**src/rtl/mii_tx_pkg.sv**
```systemverilog
package mii_tx_pkg;
  typedef enum logic [1:0] {
    ST_IDLE = 2'd0,
    ST_PRE  = 2'd1,
    ST_DATA = 2'd2
  } tx_state_e;
endpackage

```
**src/rtl/mii_tx_shifter.sv**
```systemverilog
// Holds the byte being sent and steps through its symbols.
module mii_tx_shifter #(
  parameter int BYTE_W = 8,
  parameter int NIB_W  = 4
) (
  input  logic              clk,
  input  logic              rst_n,
  input  logic              active,
  input  logic              mode,
  input  logic              ld,
  input  logic [BYTE_W-1:0] ld_byte,
  output logic              byte_end,
  output logic [NIB_W-1:0]  txd
);
  localparam int NIB_CNT = BYTE_W / NIB_W;
  localparam int POS_W   = $clog2(BYTE_W);

  logic [BYTE_W-1:0] byte_q, byte_d;
  logic [POS_W-1:0]  pos_q, pos_d;
  logic              en;
  logic [NIB_W-1:0]  nib;

  assign byte_end = active && (pos_q == (mode ? POS_W'(BYTE_W-1) : POS_W'(NIB_CNT-1)));

  always_comb begin
    en     = ld | active;
    byte_d = byte_q;
    pos_d  = pos_q;
    if (ld) begin
      byte_d = ld_byte;
      pos_d  = '0;
    end else if (active) begin
      pos_d = pos_q + 1'b1;
    end
  end

  always_ff @(posedge clk or negedge rst_n) begin
    if (!rst_n) begin
      byte_q <= '0;
      pos_q  <= '0;
    end else if (en) begin
      byte_q <= byte_d;
      pos_q  <= pos_d;
    end
  end

  always_comb begin
    nib = '0;
    for (int i = 0; i < NIB_CNT; i++) begin
      if (pos_q == POS_W'(i)) nib = byte_q[i*NIB_W +: NIB_W];
    end
  end

  always_comb begin
    if (!active)   txd = '0;
    else if (mode) txd = {{(NIB_W-1){1'b0}}, byte_q[pos_q]};
    else           txd = nib;
  end
endmodule

```
**src/rtl/mii_tx_fsm.sv**
```systemverilog
// Frame sequencing: preamble count, byte fetch, end and underrun.
module mii_tx_fsm
  import mii_tx_pkg::*;
#(
  parameter int                BYTE_W    = 8,
  parameter int                PRE_BYTES = 7,
  parameter logic [BYTE_W-1:0] PRE_VAL   = 8'h55,
  parameter logic [BYTE_W-1:0] SFD_VAL   = 8'hD5
) (
  input  logic              clk,
  input  logic              rst_n,
  input  logic              s_valid,
  input  logic              s_last,
  input  logic [BYTE_W-1:0] s_data,
  input  logic              serial_mode,
  input  logic              byte_end,
  output logic              s_ready,
  output logic              active,
  output logic              mode_q,
  output logic              ld,
  output logic [BYTE_W-1:0] ld_byte,
  output logic              underrun
);
  localparam int CNT_W = $clog2(PRE_BYTES + 1);
  localparam logic [CNT_W-1:0] PRE_LAST = CNT_W'(PRE_BYTES - 1);
  localparam logic [CNT_W-1:0] SFD_IDX  = CNT_W'(PRE_BYTES);

  tx_state_e       state_q, state_d;
  logic [CNT_W-1:0] pre_q, pre_d;
  logic            last_q, last_d, mode_d, unr_q, unr_d;

  assign active   = (state_q != ST_IDLE);
  assign underrun = unr_q;

  always_comb begin
    state_d = state_q;
    pre_d   = pre_q;
    last_d  = last_q;
    mode_d  = mode_q;
    unr_d   = 1'b0;
    ld      = 1'b0;
    ld_byte = PRE_VAL;
    s_ready = 1'b0;
    case (state_q)
      ST_IDLE: begin
        if (s_valid) begin
          state_d = ST_PRE;
          pre_d   = '0;
          last_d  = 1'b0;
          mode_d  = serial_mode;
          ld      = 1'b1;
        end
      end
      default: begin
        if (byte_end) begin
          if (state_q == ST_PRE && pre_q < PRE_LAST) begin
            pre_d = pre_q + 1'b1;
            ld    = 1'b1;
          end else if (state_q == ST_PRE && pre_q == PRE_LAST) begin
            pre_d   = SFD_IDX;
            ld      = 1'b1;
            ld_byte = SFD_VAL;
          end else if (state_q == ST_DATA && last_q) begin
            state_d = ST_IDLE;
          end else begin
            s_ready = 1'b1;
            if (s_valid) begin
              ld      = 1'b1;
              ld_byte = s_data;
              last_d  = s_last;
              state_d = ST_DATA;
            end else begin
              state_d = ST_IDLE;
              unr_d   = 1'b1;
            end
          end
        end
      end
    endcase
  end

  always_ff @(posedge clk or negedge rst_n) begin
    if (!rst_n) begin
      state_q <= ST_IDLE;
      pre_q   <= '0;
      last_q  <= 1'b0;
      mode_q  <= 1'b0;
      unr_q   <= 1'b0;
    end else begin
      state_q <= state_d;
      pre_q   <= pre_d;
      last_q  <= last_d;
      mode_q  <= mode_d;
      unr_q   <= unr_d;
    end
  end
endmodule

```
**src/rtl/mii_tx_serializer.sv**
```systemverilog
module mii_tx_serializer #(
  parameter int                BYTE_W    = 8,
  parameter int                NIB_W     = 4,
  parameter int                PRE_BYTES = 7,
  parameter logic [BYTE_W-1:0] PRE_VAL   = 8'h55,
  parameter logic [BYTE_W-1:0] SFD_VAL   = 8'hD5
) (
  input  logic              clk,
  input  logic              rst_n,
  input  logic [BYTE_W-1:0] s_data,
  input  logic              s_valid,
  input  logic              s_last,
  output logic              s_ready,
  input  logic              serial_mode,
  output logic              tx_en,
  output logic [NIB_W-1:0]  txd,
  output logic              underrun
);
  logic [1:0]        rst_sync_q;
  logic              rst_sync_n;
  logic              byte_end, ld, mode_q;
  logic [BYTE_W-1:0] ld_byte;

  always_ff @(posedge clk or negedge rst_n) begin
    if (!rst_n) rst_sync_q <= 2'b00;
    else        rst_sync_q <= {rst_sync_q[0], 1'b1};
  end
  assign rst_sync_n = rst_sync_q[1];

  mii_tx_fsm #(
    .BYTE_W(BYTE_W), .PRE_BYTES(PRE_BYTES), .PRE_VAL(PRE_VAL), .SFD_VAL(SFD_VAL)
  ) u_fsm (
    .clk(clk), .rst_n(rst_sync_n), .s_valid(s_valid), .s_last(s_last),
    .s_data(s_data), .serial_mode(serial_mode), .byte_end(byte_end),
    .s_ready(s_ready), .active(tx_en), .mode_q(mode_q), .ld(ld),
    .ld_byte(ld_byte), .underrun(underrun)
  );

  mii_tx_shifter #(.BYTE_W(BYTE_W), .NIB_W(NIB_W)) u_shift (
    .clk(clk), .rst_n(rst_sync_n), .active(tx_en), .mode(mode_q), .ld(ld),
    .ld_byte(ld_byte), .byte_end(byte_end), .txd(txd)
  );
endmodule

```
**config.mk**
```make
export PLATFORM = sky130hd
export DESIGN_NAME = mii_tx_serializer
export DESIGN_NICKNAME = d
export VERILOG_FILES = /design/src/rtl/mii_tx_pkg.sv /design/src/rtl/mii_tx_shifter.sv /design/src/rtl/mii_tx_fsm.sv /design/src/rtl/mii_tx_serializer.sv
export SDC_FILE = /design/constraint.sdc
export NUM_CORES = 1
export LEC_CHECK = 0
export CORE_MARGIN = 5
export CORE_UTILIZATION = 57
export DETAILED_ROUTE_END_ITERATION = 8
export HOLD_SLACK_MARGIN = 0.1
export PLACE_DENSITY = 0.92
export SETUP_SLACK_MARGIN = 0.2
export SYNTH_ARGS = -nofsm -noshare
export SYNTH_HDL_FRONTEND = slang
export SYNTH_HIERARCHICAL = 1
export SYNTH_SLANG_ARGS = --single-unit
```
**constraint.sdc**
```tcl
create_clock -name clk -period 6.25 [get_ports clk]
set_input_delay 1.875 -clock clk [delete_from_list [all_inputs] [get_ports clk]]
set_output_delay 1.875 -clock clk [all_outputs]
set_load 0.005 [all_outputs]
```
==> results of run 1 <==
where the power goes:
group          leakage (nW)  internal, mW  switching (mW)
Combinational         0.373         0.171           0.146
Clock                0.0150        0.0250          0.0433
Sequential            0.252         0.183          0.0751
Total                 0.640         0.379           0.264
cells in the mapped netlist:
cell / n
dfrtp_1: 21
mux2_2: 10
inv_1: 8
nand2_1: 8
nor2_1: 8
a21oi_1: 6
nand2b_1: 6
ha_1: 5
a22oi_1: 4
and2_1: 4
buf_2: 3
nand3b_1: 3
a22o_1: 2
and3b_1: 2
and4b_1: 2
buf_6: 2
nand3_1: 2
nor2b_1: 2
nor4_1: 2
o21ai_0: 2
a21o_1: 1
a311oi_1: 1
a32oi_1: 1
buf_4: 1
clkdlybuf4s15_1: 1
conb_1: 1
mux2_4: 1
mux2i_1: 1
mux4_2: 1
nand4_1: 1
nor2_2: 1
nor3_2: 1
nor3b_1: 1
o2111a_2: 1
o221ai_1: 1
o22a_1: 1
o22ai_1: 1
o311a_1: 1
o41ai_1: 1
or2_0: 1
or3_2: 1
xnor2_1: 1
xor2_1: 1
registers in the layout, indices dropped and copies added, names as in the netlist:
| signal | cells |
|---|---|
| u_fsm/last_q | 1 |
| u_fsm/state_q | 2 |
| u_fsm/underrun | 1 |
| u_fsm/pre_q | 3 |
| u_fsm/mode_q | 1 |
| u_shift/pos_q | 3 |
| u_shift/byte_q | 8 |
| rst_sync_q | 2 |
layout make-up:
cell class | count | area, um2 | share of cell area
multi-input combinational | 89 | 673 | 0.452
inverter | 8 | 30.0 | 0.0202
sequential | 21 | 526 | 0.353
timing repair buffer | 20 | 198 | 0.133
tap | 28 | 35.0 | 0.0235
clock buffer | 4 | 26.3 | 0.0177
path summary, 6_finish.rpt:
path / start / to / slack, ns
worst max-delay path: u_shift/pos_q[1]$_DFFE_PN0N_ / txd[0] / 1.87
worst min-delay path: rst_sync_q[1]$_DFF_PN0_ / u_shift/byte_q[6]$_DFFE_PN0P_ / 0.32
worst max register to register: u_shift/pos_q[1]$_DFFE_PN0N_ / u_shift/byte_q[1]$_DFFE_PN0P_ / 3.62
worst min register to register: rst_sync_q[1]$_DFF_PN0_ / u_shift/byte_q[6]$_DFFE_PN0P_ / 0.32
max in group asynchronous: rst_n / rst_sync_q[1]$_DFF_PN0_ / 4.43
min in group clk: rst_sync_q[0]$_DFF_PN0_ / rst_sync_q[1]$_DFF_PN0_ / 0.37
worst max-delay path, delay by kind of cell (launching register included):
kind            cells  cell delay [ns]
buf+inv             2             0.69
simple gates        1             0.35
flops               1             0.48
fa+ha+maj           1             0.28
compound gates      1             0.39
metal layers:
layer / vias to the layer above / track usage / wire length [um]
li1: 476 / - / -
met1: 495 / 0.233 / 1200
met2: 35 / 0.310 / 1450
met3: 7 / 0.0339 / 161
met4: 0 / 0.0993 / 67
met5: - / 0 / 0
cell families after synthesis:
group           Yosys count  synth area share
mux                      13             0.125
fa+ha+maj                 5            0.0487
xor+xnor                  2            0.0136
flops                    21             0.409
buf+inv                  15            0.0663
compound gates           23             0.131
simple gates             45             0.204
other cells               1           0.00292
metrics by stage:
stage	hold WS, ns	setup slack (ns)	std cells	cell area [um2]
after floorplan	0.240	2.89	125	1280
final	0.316	1.87	170	1490
after global routing	0.394	1.75	170	1490
after detailed placement	0.344	2.24	166	1460
after global placement	0.337	2.35	166	1460
after CTS	0.363	1.89	170	1490
==> impl_results.md, run 1 <==
- Total gr overflow: 0
- Arrival time worst endpoint: 2.51 ns
- Fmax: 0.228 GHz
- CTS resizes: 0
- I/O pin count: 20
- Max-slew headroom: 0.495
- Post-Syn Instances: approximately 130
- Routability cong.: 0.904
- Worst-margin pin slew: between 0.7 and 0.8 ns
- Via/cell ratio: 5.96
- Initial Util: 0.586
- CTS sink cnt: 21
- RSZ-0062 raised after global routing: false
- Unique masters post-synth: 43
- Netlist Area Pre-Place: 1280 um2
- Mapped Avg Cell Area: 10.3 um2
- Total die area: around 3300 um2
- GRT Total Usage: 0.188
- Chip width: 57.5 um
- Final setup skew: 0.00579 ns
- CTS tree: yes
- Drt first pass iters: 4
- Clk root buf: clkbuf_4
- Status: completed
- Crit-path cells: inv_1 > ha_1 > o311a_1 > nor4_1 > clkdlybuf4s50_1
- Synth-to-Final Area Change: 15.9%
- Total Power: 0.643 mW
- Most common cell after layout, fill and taps aside: dfrtp_1
- H-tree lvl count: 1
- CTS Buf Count: 3
- Hold Crit Class: register to async pin
- Data required, critical path: 4.38 ns
- DRT iter0 DRCs: 28
- Final wirelength: 2880 um
- Cell row count: 17
- First-pass GRT wire length: roughly 4800 um
- Clk slew on worst S/H paths: 0.12 ns
- Sequential share of the synthesized area: 0.409
- Fin. max-slew vios: 0
- Crit-path slowest cell: clkdlybuf4s50_1
- Critical path class: register to output pin
- Worst-skew pair later-pin latency: 0.31 ns
- Syn_nets: 143
- Nets: 161
- Routed via count: 1013
- Post-synth top area cell: dfrtp_1
- Port bufs: 19
- CP endpoint kind: output pin
- FILL cells: 162
- Reg2Reg Depth: 7
- Initial antenna violation count: 0
- Max clock buf depth: 2
- DR WL/cell: 17.0 um
- Fin Setup TNS: 0 ns
- Antenna viol nets, final: 0
- Vias in the first global route: 1029
- Register bit total from synthesis: 21
- Power Dens Cells: 432 nW/um2
- # diodes: 0
- Hold_buf cts: 0
- Max_cap viols: 0
- Final Core Density: 0.679
- Setup crit start kind: register
- Largest net degree at the start of global routing: 20
- Post-route DRC: 0
- Final Cycle Share: 0.701
- Worst path max stage delay: 0.57 ns
- Area contributors post-synth: dfrtp_1 41%, mux2_2 8.8%, ha_1 4.9%, nand2b_1 2.9%, a21oi_1 2.3%
- Synthesis Warnings: 6
- Static Leak: roughly 0.64 nW
- Post-CTS setup buffer count: 0
- Share of cells above drive strength 1: 0.141
- CORE AREA: 2190 um2
- Die Y: 57.5 um
- Maximum vdd ir drop: 0.242 mV
- Final Hold Viols: 0
- Top cell type's share of synthesized area: 0.409
- DP HPWL: 2130 um
- Setup Viol. Count Final: 0
- Tmin final: roughly 4.4 ns
- Max FO, Critical Path: 7
- Most frequent cells in the layout: 21 x dfrtp_1, 19 x clkdlybuf4s50_1, 10 x mux2_2
Note: power is estimated with default switching activity, not from simulation.
==> run 2, diff against run 1 <==
--- a/config.mk
+++ b/config.mk
@@ -6,10 +6,10 @@
 export NUM_CORES = 1
 export LEC_CHECK = 0
 export CORE_MARGIN = 5
-export CORE_UTILIZATION = 57
+export CORE_UTILIZATION = 53
 export DETAILED_ROUTE_END_ITERATION = 8
 export HOLD_SLACK_MARGIN = 0.1
-export PLACE_DENSITY = 0.92
+export PLACE_DENSITY = 0.87
 export SETUP_SLACK_MARGIN = 0.2
 export SYNTH_ARGS = -nofsm -noshare
 export SYNTH_HDL_FRONTEND = slang
==> constraint.sdc (replaced) <==
create_clock -name clk -period 4.5 [get_ports clk]
set_input_delay 1.35 -clock clk [delete_from_list [all_inputs] [get_ports clk]]
set_output_delay 1.35 -clock clk [all_outputs]
set_load 0.005 [all_outputs]
==> run 2 against run 1 <==
Compared with the run above:
- core utilization down 1.8 points
- clock skew about the same
- power up 39%
- critical path depth up 1
- register-to-register slack worse by 1.8 ns
- critical path type unchanged
==> impl_results.md, run 2 (synthesized netlist as in run 1, its figures left out) <==
- Post-route design area: 1490 um2 (+0.25%)
- Setup Viol. Count Final: 0 (unchanged)
- Drt first pass iters: 4 (unchanged)
- Area post-placement: 1460 um2 (unchanged)
- Maximum vdd ir drop: 0.375 mV (+55%)
- Crit Reg-Reg Startpoint: u_fsm/state_q[1]$_DFFE_PN0P_
- Critical path class: register to output pin
- Via/cell ratio: 5.99 (+0.59%)
- PnR worst setup slack: 0.624 ns (-1.24 ns)
- DP HPWL: 2090 um (-1.8%)
- Final setup skew: 0.00580 ns (+0.00000677 ns)
- Most frequent cells in the layout: 21 x dfrtp_1, 19 x clkdlybuf4s50_1, 10 x mux2_2
- CP endpoint kind: output pin
- Vias in the first global route: 1057 (+2.7%)
- CORE AREA: 2250 um2 (+2.9%)
- Biggest regs: u_shift/byte_q (8), u_fsm/pre_q (3), u_shift/pos_q (3)
- Total gr overflow: 0 (unchanged)
- Tmin final: 3.88 ns
- Post-route DRC: 0 (unchanged)
- Fin. max-slew vios: 0 (unchanged)
- Synth-to-Final Area Change: 16.2%
- Max Used Layer: met4
- Reg-to-Reg End: u_shift/byte_q[4]$_DFFE_PN0P_
- Met3 wire len: 152 um (-5.6%)
- Hold_buf cts: 0 (unchanged)
- Met2 WL post-DR: 1370 um (-5.3%)
- DRT iter0 DRCs: 32 (+14%)
- Data required, critical path: 3.15 ns (-1.23 ns)
- Antenna viol nets, final: 0 (unchanged)
- Final Hold Viols: 0 (unchanged)
- Status: completed
- Initial Util: 0.569 (-0.0166)
- # diodes: 0 (unchanged)
- Hold Crit Class: register to async pin
- Fin Setup TNS: 0 ns (unchanged)
- CTS resizes: 0 (unchanged)
- I/O pin count: 20 (unchanged)
- Worst-skew pair later-pin latency: 0.31 ns (about the same)
- Fmax: approximately 0.26 GHz
- Static Leak: 0.639 nW (-0.16%)
- Most common cell after layout, fill and taps aside: dfrtp_1
- Top reg by flops: u_shift/byte_q
- RSZ-0062 raised after global routing: false
- Share of cells above drive strength 1: 0.148 (+0.00704)
- Fin Hold WS: 0.315 ns (-0.000681 ns)
- Routability cong.: 0.888 (-1.8%)
- CTS sink cnt: 21 (unchanged)
- Routed via count: 1019 (+0.59%)
- Post-CTS setup buffer count: 0 (unchanged)
- GRT Total Usage: 0.178 (-0.0103)
- Arrival time worst endpoint: 2.53 ns (+0.02 ns)
- Final Core Density: 0.661 (-0.0176)
- DR WL/cell: 16.4 um (-3.2%)
- Die Y: 59.2 um (+3.1%)
- Port bufs: 19 (unchanged)
- Max FFs per register: 8 (unchanged)
- Max clock buf depth: 2 (unchanged)
- Setup crit start kind: register
- Reg2Reg Depth: 9 (+2)
- CTS Buf Count: 3 (unchanged)
- Max FO, Critical Path: 10 (+3)
- CTS tree: yes
- Nets: 161 (unchanged)
- R2r setup slk: 1.83 ns (-1.79 ns)
- Wl on met1: 1220 um (+0.91%)
- Max_cap viols: 0 (unchanged)
- Worst-margin pin slew: 0.755 ns (-0.00216 ns)
- Clk root buf: clkbuf_4
- Total die area: 3510 um2 (+6.2%)
- Final Cycle Share: 0.861
- FILL cells: 195 (+20%)
- Final wirelength: 2790 um (-3.2%)
- Cell row count: 17 (unchanged)
- Clk slew on worst S/H paths: 0.12 ns (about the same)
- Max-slew headroom: 0.496 (+0.00144)
- H-tree lvl count: 1 (unchanged)
- First-pass GRT wire length: 4710 um (-1.7%)
- Largest net degree at the start of global routing: 20 (unchanged)
- Dpl ws: 1.02 ns (-1.22 ns)
- Initial antenna violation count: 0 (unchanged)
- Power Dens Cells: 597 nW/um2 (+38%)
- Chip width: 59.2 um (+3.1%)
==> run 2: cell types whose count changed in the layout (fill, tap and decap cells not counted), sizes merged <==
| cell | change |
|---|---|
| clkbuf | -1 |
| clkinvlp | +1 |
==> run 2: power breakdown <==
part           switching [mW]  internal, mW
clock network          0.0595        0.0340
registers               0.102         0.254
logic                   0.202         0.239
total                   0.363         0.527
==> run 2: area by class of cell <==
type / count / area, um2 / area share
multi-input combinational: 89 / 673 / 0.451
sequential: 21 / 526 / 0.352
timing repair buffer: 20 / 198 / 0.133
tap: 28 / 35.0 / 0.0235
inverter: 8 / 30.0 / 0.0201
clock buffer: 3 / 22.5 / 0.0151
clock inverter: 1 / 7.51 / 0.00503
==> run 2: worst max-delay path, stage by stage, from the launching register on <==
cell             delay [ns]
dfrtp_1                0.53
nor2_1                 0.12
inv_1                  0.25
nand2_1                0.11
a21oi_1                0.45
nor2b_1                0.23
clkdlybuf4s50_1        0.52
==> run 2: through the flow <==
step           cells  total power, mW
3_3_place_gp     166            0.759
6_report         170            0.890
2_1_floorplan    125            0.665
4_1_cts          170            0.890
5_1_grt          170            0.956
3_5_place_dp     166            0.789
==> run 2: metal layers <==
layer / up-vias / GRT usage
met2: 40 / 0.270
met1: 493 / 0.221
li1: 480 / -
met3: 6 / 0.0610
met4: 0 / 0.0939
met5: - / 0
==> run 2: worst max path at each step <==
stage	start	to	slack, ns
finish	u_fsm/state_q[1]$_DFFE_PN0P_	s_ready	0.62
global route	u_fsm/state_q[1]$_DFFE_PN0P_	s_ready	0.47
CTS	u_shift/pos_q[1]$_DFFE_PN0N_	s_ready	0.64
detailed placement	u_shift/pos_q[1]$_DFFE_PN0N_	s_ready	1.02
global placement	u_shift/pos_q[2]$_DFFE_PN0N_	s_ready	1.11
floorplan	u_fsm/state_q[1]$_DFFE_PN0P_	s_ready	1.66
